`src/rtl/tbf_pkg.sv`:
```
package tbf_pkg;

  // Fill level that arms a request, for a 2-bit fraction select.
  function automatic int thr_level(input int sel, input int depth);
    return (depth * (sel + 1)) / 4;
  endfunction

  // Burst length in beats for a 2-bit length select.
  function automatic int burst_len(input int sel);
    return (sel == 0) ? 1 : (1 << (sel + 1));
  endfunction

  // Quarter-band status code for a fill count.
  function automatic int band_code(input int cnt, input int depth);
    if (cnt == 0) return 4;
    if (cnt >= depth) return 5;
    return (cnt * 4) / depth;
  endfunction

endpackage

```
`src/rtl/tbf_store.sv`:
```
module tbf_store #(
  parameter int W     = 8,
  parameter int DEPTH = 16,
  localparam int AW   = $clog2(DEPTH),
  localparam int CW   = $clog2(DEPTH + 1)
) (
  input  logic          clk,
  input  logic          rst_n,
  input  logic          wr_en,
  input  logic [W-1:0]  wr_data,
  input  logic          rd_en,
  output logic [W-1:0]  rd_data,
  output logic [CW-1:0] count
);

  logic [W-1:0]  mem [DEPTH];
  logic [AW-1:0] wr_ptr, rd_ptr;

  always_ff @(posedge clk) begin
    if (wr_en) mem[wr_ptr] <= wr_data;
  end

  always_ff @(posedge clk or negedge rst_n) begin
    if (!rst_n) begin
      wr_ptr <= '0;
      rd_ptr <= '0;
      count  <= '0;
    end else begin
      if (wr_en) wr_ptr <= wr_ptr + AW'(1);
      if (rd_en) rd_ptr <= rd_ptr + AW'(1);
      case ({wr_en, rd_en})
        2'b10:   count <= count + CW'(1);
        2'b01:   count <= count - CW'(1);
        default: count <= count;
      endcase
    end
  end

  assign rd_data = mem[rd_ptr];

endmodule

```
`src/rtl/tbf_ctrl.sv`:
```
module tbf_ctrl #(
  parameter int DEPTH = 16,
  localparam int CW   = $clog2(DEPTH + 1)
) (
  input  logic          clk,
  input  logic          rst_n,
  input  logic [CW-1:0] count,
  input  logic [1:0]    thr_sel,
  input  logic [1:0]    burst_sel,
  input  logic          flush,
  input  logic          grant,
  output logic          burst_req,
  output logic [CW-1:0] req_beats,
  output logic          pop_en,
  output logic          grant_take
);

  logic          busy, flush_mode;
  logic [CW-1:0] beats_left;
  logic [CW-1:0] thr_lvl, blen;
  logic          armed;

  assign thr_lvl = CW'(tbf_pkg::thr_level(int'(thr_sel), DEPTH));
  assign blen    = CW'(tbf_pkg::burst_len(int'(burst_sel)));
  assign armed   = (count >= thr_lvl) && (count >= blen);

  assign burst_req  = !busy && (flush_mode ? (count != '0) : armed);
  assign req_beats  = flush_mode ? CW'(1) : blen;
  assign grant_take = burst_req && grant;
  assign pop_en     = busy;

  always_ff @(posedge clk or negedge rst_n) begin
    if (!rst_n) begin
      flush_mode <= 1'b0;
    end else if (flush) begin
      flush_mode <= 1'b1;
    end else if (!busy && count == '0) begin
      flush_mode <= 1'b0;
    end
  end

  always_ff @(posedge clk or negedge rst_n) begin
    if (!rst_n) begin
      busy       <= 1'b0;
      beats_left <= '0;
    end else if (grant_take) begin
      busy       <= 1'b1;
      beats_left <= req_beats;
    end else if (busy) begin
      beats_left <= beats_left - CW'(1);
      if (beats_left == CW'(1)) busy <= 1'b0;
    end
  end

endmodule

```
`src/rtl/tbf_level.sv`:
```
module tbf_level #(
  parameter int DEPTH = 16,
  localparam int CW   = $clog2(DEPTH + 1)
) (
  input  logic [CW-1:0] count,
  output logic [2:0]    code,
  output logic          is_full
);

  assign code    = 3'(tbf_pkg::band_code(int'(count), DEPTH));
  assign is_full = (count == CW'(DEPTH));

endmodule

```
`src/rtl/thr_burst_fifo.sv`:
```
module thr_burst_fifo #(
  parameter int W     = 8,
  parameter int DEPTH = 16,
  localparam int CW   = $clog2(DEPTH + 1)
) (
  input  logic          clk,
  input  logic          rst_n,
  input  logic          push_valid,
  input  logic [W-1:0]  push_data,
  input  logic          flush,
  input  logic [1:0]    thr_sel,
  input  logic [1:0]    burst_sel,
  input  logic          burst_grant,
  output logic          burst_req,
  output logic [CW-1:0] req_beats,
  output logic          pop_valid,
  output logic [W-1:0]  pop_data,
  output logic [2:0]    level_code,
  output logic          overrun
);

  logic [CW-1:0] count;
  logic          is_full;
  logic          push_ok, push_drop;
  logic          pop_fire, grant_take;

  assign push_ok   = push_valid && !is_full;
  assign push_drop = push_valid && is_full;

  tbf_store #(.W(W), .DEPTH(DEPTH)) store_i (
    .clk     (clk),
    .rst_n   (rst_n),
    .wr_en   (push_ok),
    .wr_data (push_data),
    .rd_en   (pop_fire),
    .rd_data (pop_data),
    .count   (count)
  );

  tbf_ctrl #(.DEPTH(DEPTH)) ctrl_i (
    .clk        (clk),
    .rst_n      (rst_n),
    .count      (count),
    .thr_sel    (thr_sel),
    .burst_sel  (burst_sel),
    .flush      (flush),
    .grant      (burst_grant),
    .burst_req  (burst_req),
    .req_beats  (req_beats),
    .pop_en     (pop_fire),
    .grant_take (grant_take)
  );

  tbf_level #(.DEPTH(DEPTH)) level_i (
    .count   (count),
    .code    (level_code),
    .is_full (is_full)
  );

  assign pop_valid = pop_fire;

  always_ff @(posedge clk or negedge rst_n) begin
    if (!rst_n)         overrun <= 1'b0;
    else if (push_drop) overrun <= 1'b1;
  end

endmodule

```
`config.mk`:
```
export PLATFORM = sky130hd
export DESIGN_NAME = thr_burst_fifo
export DESIGN_NICKNAME = d
export VERILOG_FILES = /design/src/rtl/tbf_pkg.sv /design/src/rtl/tbf_store.sv /design/src/rtl/tbf_ctrl.sv /design/src/rtl/tbf_level.sv /design/src/rtl/thr_burst_fifo.sv
export SDC_FILE = /design/constraint.sdc
export NUM_CORES = 1
export LEC_CHECK = 0
export ABC_AREA = 1
export BUFFER_PORTS_ARGS = -buffer_cell sky130_fd_sc_hd__buf_2
export CORE_MARGIN = 2
export CORE_UTILIZATION = 51
export CTS_CLUSTER_DIAMETER = 50
export DETAILED_ROUTE_END_ITERATION = 10
export MAX_ROUTING_LAYER = met4
export PLACE_DENSITY_LB_ADDON = 0.3
export SYNTH_ARGS = -nofsm -noshare
export SYNTH_HDL_FRONTEND = slang
export SYNTH_SLANG_ARGS = --single-unit
```
`constraint.sdc`:
```
create_clock -name clk -period 3 [get_ports clk]
set_input_delay 0.6 -clock clk [delete_from_list [all_inputs] [get_ports clk]]
set_output_delay 0.6 -clock clk [all_outputs]
set_load 0.02 [all_outputs]
```
Word level (Yosys, flattened, before mapping)

Memory sizes are Yosys's and may differ from the RTL's.
Index checks and enable logic that the tools add are counted.

Input port bits: 17
Output and inout bits: 19
Memories kept: 1
Register bits after elaboration: 21
Logic and storage cells: 58
Memory bits (writable): 128

Memories:

| memory      | words | bits a word | rd ports | clocked after memory_dff | wr ports | RTL line        | RTL |
|---|---|---|---|---|---|---|---|
| store_i.mem | 16    | 8           | 1        | 0                        | 1        | tbf_store.sv:16 | `logic [W-1:0] mem [DEPTH];` |

Eq/ne operators: 4
Add/subtract/negate cells: 7
Reductions and logical operators: 15
Shift operators: 1
Mux-type cells: 20
$lt $le $gt $ge: 3

Operator list:

| cell                   | count |
|---|---|
| $shl A1 B32 Y5 const A | 1 |
| $mux W5                | 4 |
| $mux W3                | 4 |
| $mux W1                | 11 |
| $ge A5 B5 Y1           | 2 |
| $logic_not A5 Y1       | 2 |
| $pmux W5 S2            | 1 |
| $sub A5 B1 Y5 const B  | 2 |
| $add A4 B1 Y4 const B  | 2 |
| $add A2 B1 Y3 const B  | 2 |
| $logic_and A1 B1 Y1    | 6 |
| $reduce_bool A2 Y1     | 3 |
| $add A5 B1 Y5 const B  | 1 |
| $eq A5 B1 Y1 const B   | 1 |
| $eq A5 B5 Y1 const B   | 1 |
| $ge A5 B5 Y1 const B   | 1 |
| $reduce_bool A5 Y1     | 1 |
| $eq A2 B1 Y1 const B   | 1 |
| $eq A2 B2 Y1 const B   | 1 |
| $logic_not A1 Y1       | 2 |
| $logic_not A2 Y1       | 1 |

Longest topological paths before layout

Depth in word-level cells: 9
Gate-level depth with buffers: 16
Gate-level depth less buffers: 16

Hierarchy

A second synthesis with hierarchy kept.

Cells, all modules: 624
Area total of the unflattened synthesis: 6,777.8 um^2

By module, submodules not included:

| module         | cells each | area an instance (um^2) | instances |
|---|---|---|---|
| tbf_store      | 512        | 5,970.7                 | 1 |
| tbf_ctrl       | 97         | 721.9                   | 1 |
| thr_burst_fifo | 6          | 46.3                    | 1 |
| tbf_level      | 9          | 38.8                    | 1 |

Least setup slack after synthesis

Ideal clock, no wire load.

Path kind: input -> output
From: input port thr_sel[0]
To: output port burst_req
Stages on the path: 8
Arrival time: 1,684 ps
Slack: 716 ps
Data required time: 2,400 ps
Path buffers: 0
Cell sequence: ha_1 inv_1 ha_1 nand3b_1 nand3_1 nand2_1 nand2_2 and2_2

Cells in the longest elaborated chain, start to end: 5

RTL lines:

| element             | RTL line             | RTL |
|---|---|---|
| start: declaration  | thr_burst_fifo.sv:11 | `input logic [1:0] thr_sel,` |
| $add A2 B1 Y3       | tbf_pkg.sv:5         | `return (depth * (sel + 1)) / 4;` |
| $ge A5 B5 Y1        | tbf_ctrl.sv:25       | `assign armed = (count >= thr_lvl) && (count >= blen);` |
| $logic_and A1 B1 Y1 | tbf_ctrl.sv:25       |  |
| $mux W1             | tbf_ctrl.sv:27       | `assign burst_req = !busy && (flush_mode ? (count != '0) : armed);` |
| $logic_and A1 B1 Y1 | tbf_ctrl.sv:27       |  |
| end: declaration    | thr_burst_fifo.sv:14 | `output logic burst_req,` |

Every way passes these cells.

Worst setup path after layout

From: register store_i.rd_ptr[0]
To: output port pop_data[4]

Cells in the longest elaborated chain, start to end: 1

RTL lines:

| element                  | RTL line             | RTL |
|---|---|---|
| start: declaration       | tbf_store.sv:17      | `logic [AW-1:0] wr_ptr, rd_ptr;` |
| start signal: assignment | tbf_store.sv:30      | `if (rd_en) rd_ptr <= rd_ptr + AW'(1);` |
| $mem_v2 Z16 W8           | n/a                  |  |
| end: declaration         | thr_burst_fifo.sv:17 | `output logic [W-1:0] pop_data,` |

Every way passes these cells.

==> flow_metrics.py <==
metrics = {
    "grt": {
        "gr-usage-all-layers_pct": 22.9,
        "grt.overflow.total": 0,
        "maximum_number_of_pins_on_one_net_before_global_route_repair": 68,
        "grt_pass1_wl_um": 22500,
        "grt_antenna_before_repair": 0,
        "first_global_vias": 4414,
    },
    "clocking": {
        "cts-buffers-inserted": 17,
        "clkLatencyLatePin_ns": 0.42,
        "clockBufferDepth": 2,
        "clock_tree.root_cell": "sky130_fd_sc_hd__clkbuf_16",
        "tritoncts_clock_tree": "yes",
        "post_cts.resized_instances": 0,
        "cts_hold_buf": 0,
        "number_of_clock_sinks_seen_by_cts": 149,
        "htreeDepth": 4,
        "post-cts-setup-buffer-count": 0,
        "clk_pin_slew_ns": 0.06,
    },
    "die": {
        "die_area_mm2": 0.0138,
        "die_height_um": 117,
        "initial_cell_density_of_the_core_pct": 52.1,
        "core.rowCount": 41,
        "floorplan.core_area_mm2": 0.0126,
        "die_width_um": 117,
        "pin_count": 36,
    },
    "drt": {
        "routed_wirelength_um": 13900,
        "avgViaCountPerCell": 5.57,
        "detailroute.via_count": 4297,
        "drt-pass1-iter-count": 4,
        "antenna_left": 0,
        "remaining_drc_errors": 0,
        "detail_route.wl_per_cell_um": 18.0,
        "detailedRoute.firstIterationViolations": 449,
    },
    "synthesis": {
        "post_synthesis_compound_gate_area_fraction_pct": 12.0,
        "syn-mean-instance-area_um2": 12.1,
        "netlist-cell-type-count": 41,
        "ys_ff_latch": 149,
        "netlist_top_cells_area": "sky130_fd_sc_hd__edfxtp_1, sky130_fd_sc_hd__dfrtp_1, sky130_fd_sc_hd__o21ai_0, sky130_fd_sc_hd__nor2_1, sky130_fd_sc_hd__ha_1",
        "mappedNetlistNets": 581,
        "post_synth_inst_count": 543,
        "syn_area_mm2": 0.00655,
        "asyncSetResetFlopFracSynth_pct": 14.1,
        "dominantRegCellSynth": "sky130_fd_sc_hd__edfxtp_1",
        "synth_top_cell_area_share_pct": 58.7,
        "ys_warn_count": 0,
        "synth-edff-count": 128,
        "combinational_family_with_the_most_area_after_synthesis": "compound AO/OA/AOI/OAI gates",
        "yosys.area_share.simple_pct": 11.3,
        "post_synth_xor_area_fraction_pct": 1.45,
        "yosysMostFrequentCell": "sky130_fd_sc_hd__edfxtp_1",
        "synth_adder_area_share_pct": 4.13,
        "synth.largest_area_cell": "sky130_fd_sc_hd__edfxtp_1",
        "yosysSeqAreaShare_pct": 66.8,
        "synth.mux.area_fraction_pct": 0,
        "synth_top_cells_by_count": "sky130_fd_sc_hd__edfxtp_1, sky130_fd_sc_hd__nor2_1, sky130_fd_sc_hd__o21ai_0",
    },
    "job": {
        "max_cap_viol_count": 0,
    },
    "critical_path": {
        "path_class": "flip-flop to primary output",
        "r2r_start": "store_i.count[1]",
        "crit_family": "buffers and inverters",
        "crit_required_ns": 2.40,
        "setup.worst_path.end_class": "primary output",
        "data_arrival_critical_path_ns": 2.15,
        "critical_path.cell_chain": "inv_2 > buf_12 > o21ai_0 > o221ai_1 > nand3_1 > nand2_1 > buf_2",
        "cp_num_cells": 7,
        "critPathMaxFanout": 38,
        "critical-path-slowest-cell": "sky130_fd_sc_hd__dfrtp_2",
        "worst_path_largest_cell_delay_ns": 0.43,
        "startpoint": "store_i.rd_ptr[0]",
        "timing.critical_path.buf_inv": 3,
        "timing.reg2reg.worst_path_depth": 16,
        "worst_setup_path_start_kind": "flip-flop",
    },
    "place": {
        "io_buffers": 34,
        "routability_congestion": 0.853,
        "detailed_place_hpwl_um": 8720,
        "detailedPlace.worstSlack_ns": 0.410,
    },
    "cells_and_area": {
        "ff_latch_area_mm2": 0.00437,
        "area_growth_syn_to_layout_pct": 15.1,
        "layout-drive-gt1-share_pct": 16.7,
        "fillCellCount": 1018,
        "antenna-diode-count": 0,
        "multi_input_comb_area_mm2": 0.00190,
        "nets": 625,
    },
    "sta": {
        "fin_ws_ns": 0.251,
        "max-slew-margin-rel_pct": 39.6,
        "final_min_period_over_clock_period_pct": 91.6,
        "setup-tns-final_ns": 0,
        "report.final.hold_viol_count": 0,
        "period_needed_ns": 2.75,
        "max_freq_ghz": 0.364,
        "finalSetupViolations": 0,
        "max_slew.worst_pin.slew_ns": 0.903,
        "clock-skew-final_ns": 0.00657,
        "rsz0062_at_grt": "no",
        "finalMaxSlewViolations": 0,
    },
    "outcome": {
        "status": "finished clean",
    },
    "pwr": {
        "powerDensity_mw_per_mm2": 1030,
        "ir_worst_vdd_mv": 0.737,
        "p_leak_nw": 2.81,
    },
    "min_path": {
        "holdCritPathClass": "primary input to asynchronous set/reset pin",
    },
}
==> state kept, by name, summed over array words and instances (netlist names) <==
register           cells
store_i.rd_ptr         4
store_i.count          5
ctrl_i.beats_left      5
ctrl_i.flush_mode      1
overrun                1
ctrl_i.pop_en          1
store_i.mem          128
store_i.wr_ptr         4
==> cells in the final DEF (no fill, tap or decap), types with 2 or more instances in the layout <==
cell type and count:
sky130_fd_sc_hd__a21oi_1 11, sky130_fd_sc_hd__buf_12 2, sky130_fd_sc_hd__buf_2 34, sky130_fd_sc_hd__buf_4 14
sky130_fd_sc_hd__bufinv_16 2, sky130_fd_sc_hd__clkbuf_16 17, sky130_fd_sc_hd__clkinv_1 3, sky130_fd_sc_hd__clkinv_4 4
sky130_fd_sc_hd__conb_1 2, sky130_fd_sc_hd__dfrtp_1 20, sky130_fd_sc_hd__edfxtp_1 128, sky130_fd_sc_hd__ha_1 20
sky130_fd_sc_hd__inv_1 30, sky130_fd_sc_hd__inv_2 3, sky130_fd_sc_hd__inv_6 3, sky130_fd_sc_hd__inv_8 3
sky130_fd_sc_hd__nand2_1 45, sky130_fd_sc_hd__nand2_2 4, sky130_fd_sc_hd__nand2_4 2, sky130_fd_sc_hd__nand3_1 11
sky130_fd_sc_hd__nand4_1 5, sky130_fd_sc_hd__nor2_1 96, sky130_fd_sc_hd__o211ai_1 8, sky130_fd_sc_hd__o21ai_0 74
sky130_fd_sc_hd__o221ai_1 24, sky130_fd_sc_hd__o22ai_1 8, sky130_fd_sc_hd__xnor2_1 2, sky130_fd_sc_hd__xor2_1 7
==> routing by layer <==
| layer | up-vias | share of wire (%) | GRT usage [%] |
|---|---|---|---|
| li1 | 2043 | - | - |
| met1 | 2097 | 43 | 28.7 |
| met2 | 130 | 49 | 36.5 |
| met3 | 27 | 5.4 | 4.79 |
| met4 | 0 | 2.3 | 9.18 |
| met5 | - | 0 | - |
==> final timing paths <==
kind	end	slack (ns)
worst max-delay path	pop_data[4]	0.25
worst min-delay path	store_i.count[2]	0.14
worst max register to register	store_i.count[4]	0.48
worst min register to register	overrun	0.47
max in group asynchronous	store_i.rd_ptr[0]	2.49
min in group clk	ctrl_i.flush_mode	0.38
==> kinds of logic after synthesis <==
family                   after synthesis
AND/OR/NAND/NOR                      171
flip-flops                           149
buffers and inverters                 61
adder cells (fa/ha/maj)               21
XOR/XNOR                              10
AO/OA/AOI/OAI                        129
other                                  2
==> metrics by stage <==
| step | hold WS (ns) | instance area, um2 | cells | utilization [%] | power [W] |
|---|---|---|---|---|---|
| final | 0.141 | 7530 | 772 | 59.9 | 0.00775 |
| after global routing | 0.177 | 7530 | 772 | 59.9 | 0.00828 |
| after CTS | 0.145 | 7530 | 772 | 59.9 | 0.00779 |
| after detailed placement | 0.460 | 6940 | 740 | 55.2 | 0.00568 |
| after global placement | 0.446 | 6940 | 740 | 55.2 | 0.00556 |
| after floorplan | 0.304 | 6550 | 543 | - | 0.00481 |
==> final cells by class <==
cell class | instances | share of cell area (%)
Multi-Input combinational cell | 333 | 25.2
Timing Repair Buffer | 50 | 4.19
Sequential cell | 149 | 58.0
Clock buffer | 17 | 5.65
Clock inverter | 15 | 2.28
Inverter | 36 | 1.83
Tap cell | 172 | 2.86
==> power breakdown <==
| part | internal [W] | leakage [nW] | total, W | switching [W] |
|---|---|---|---|---|
| clock network | 0.00125 | 0.292 | 0.00211 | 0.000863 |
| registers | 0.00258 | 1.40 | 0.00279 | 0.000214 |
| logic | 0.000946 | 1.12 | 0.00284 | 0.00190 |
(Power assumes the default switching activity.)
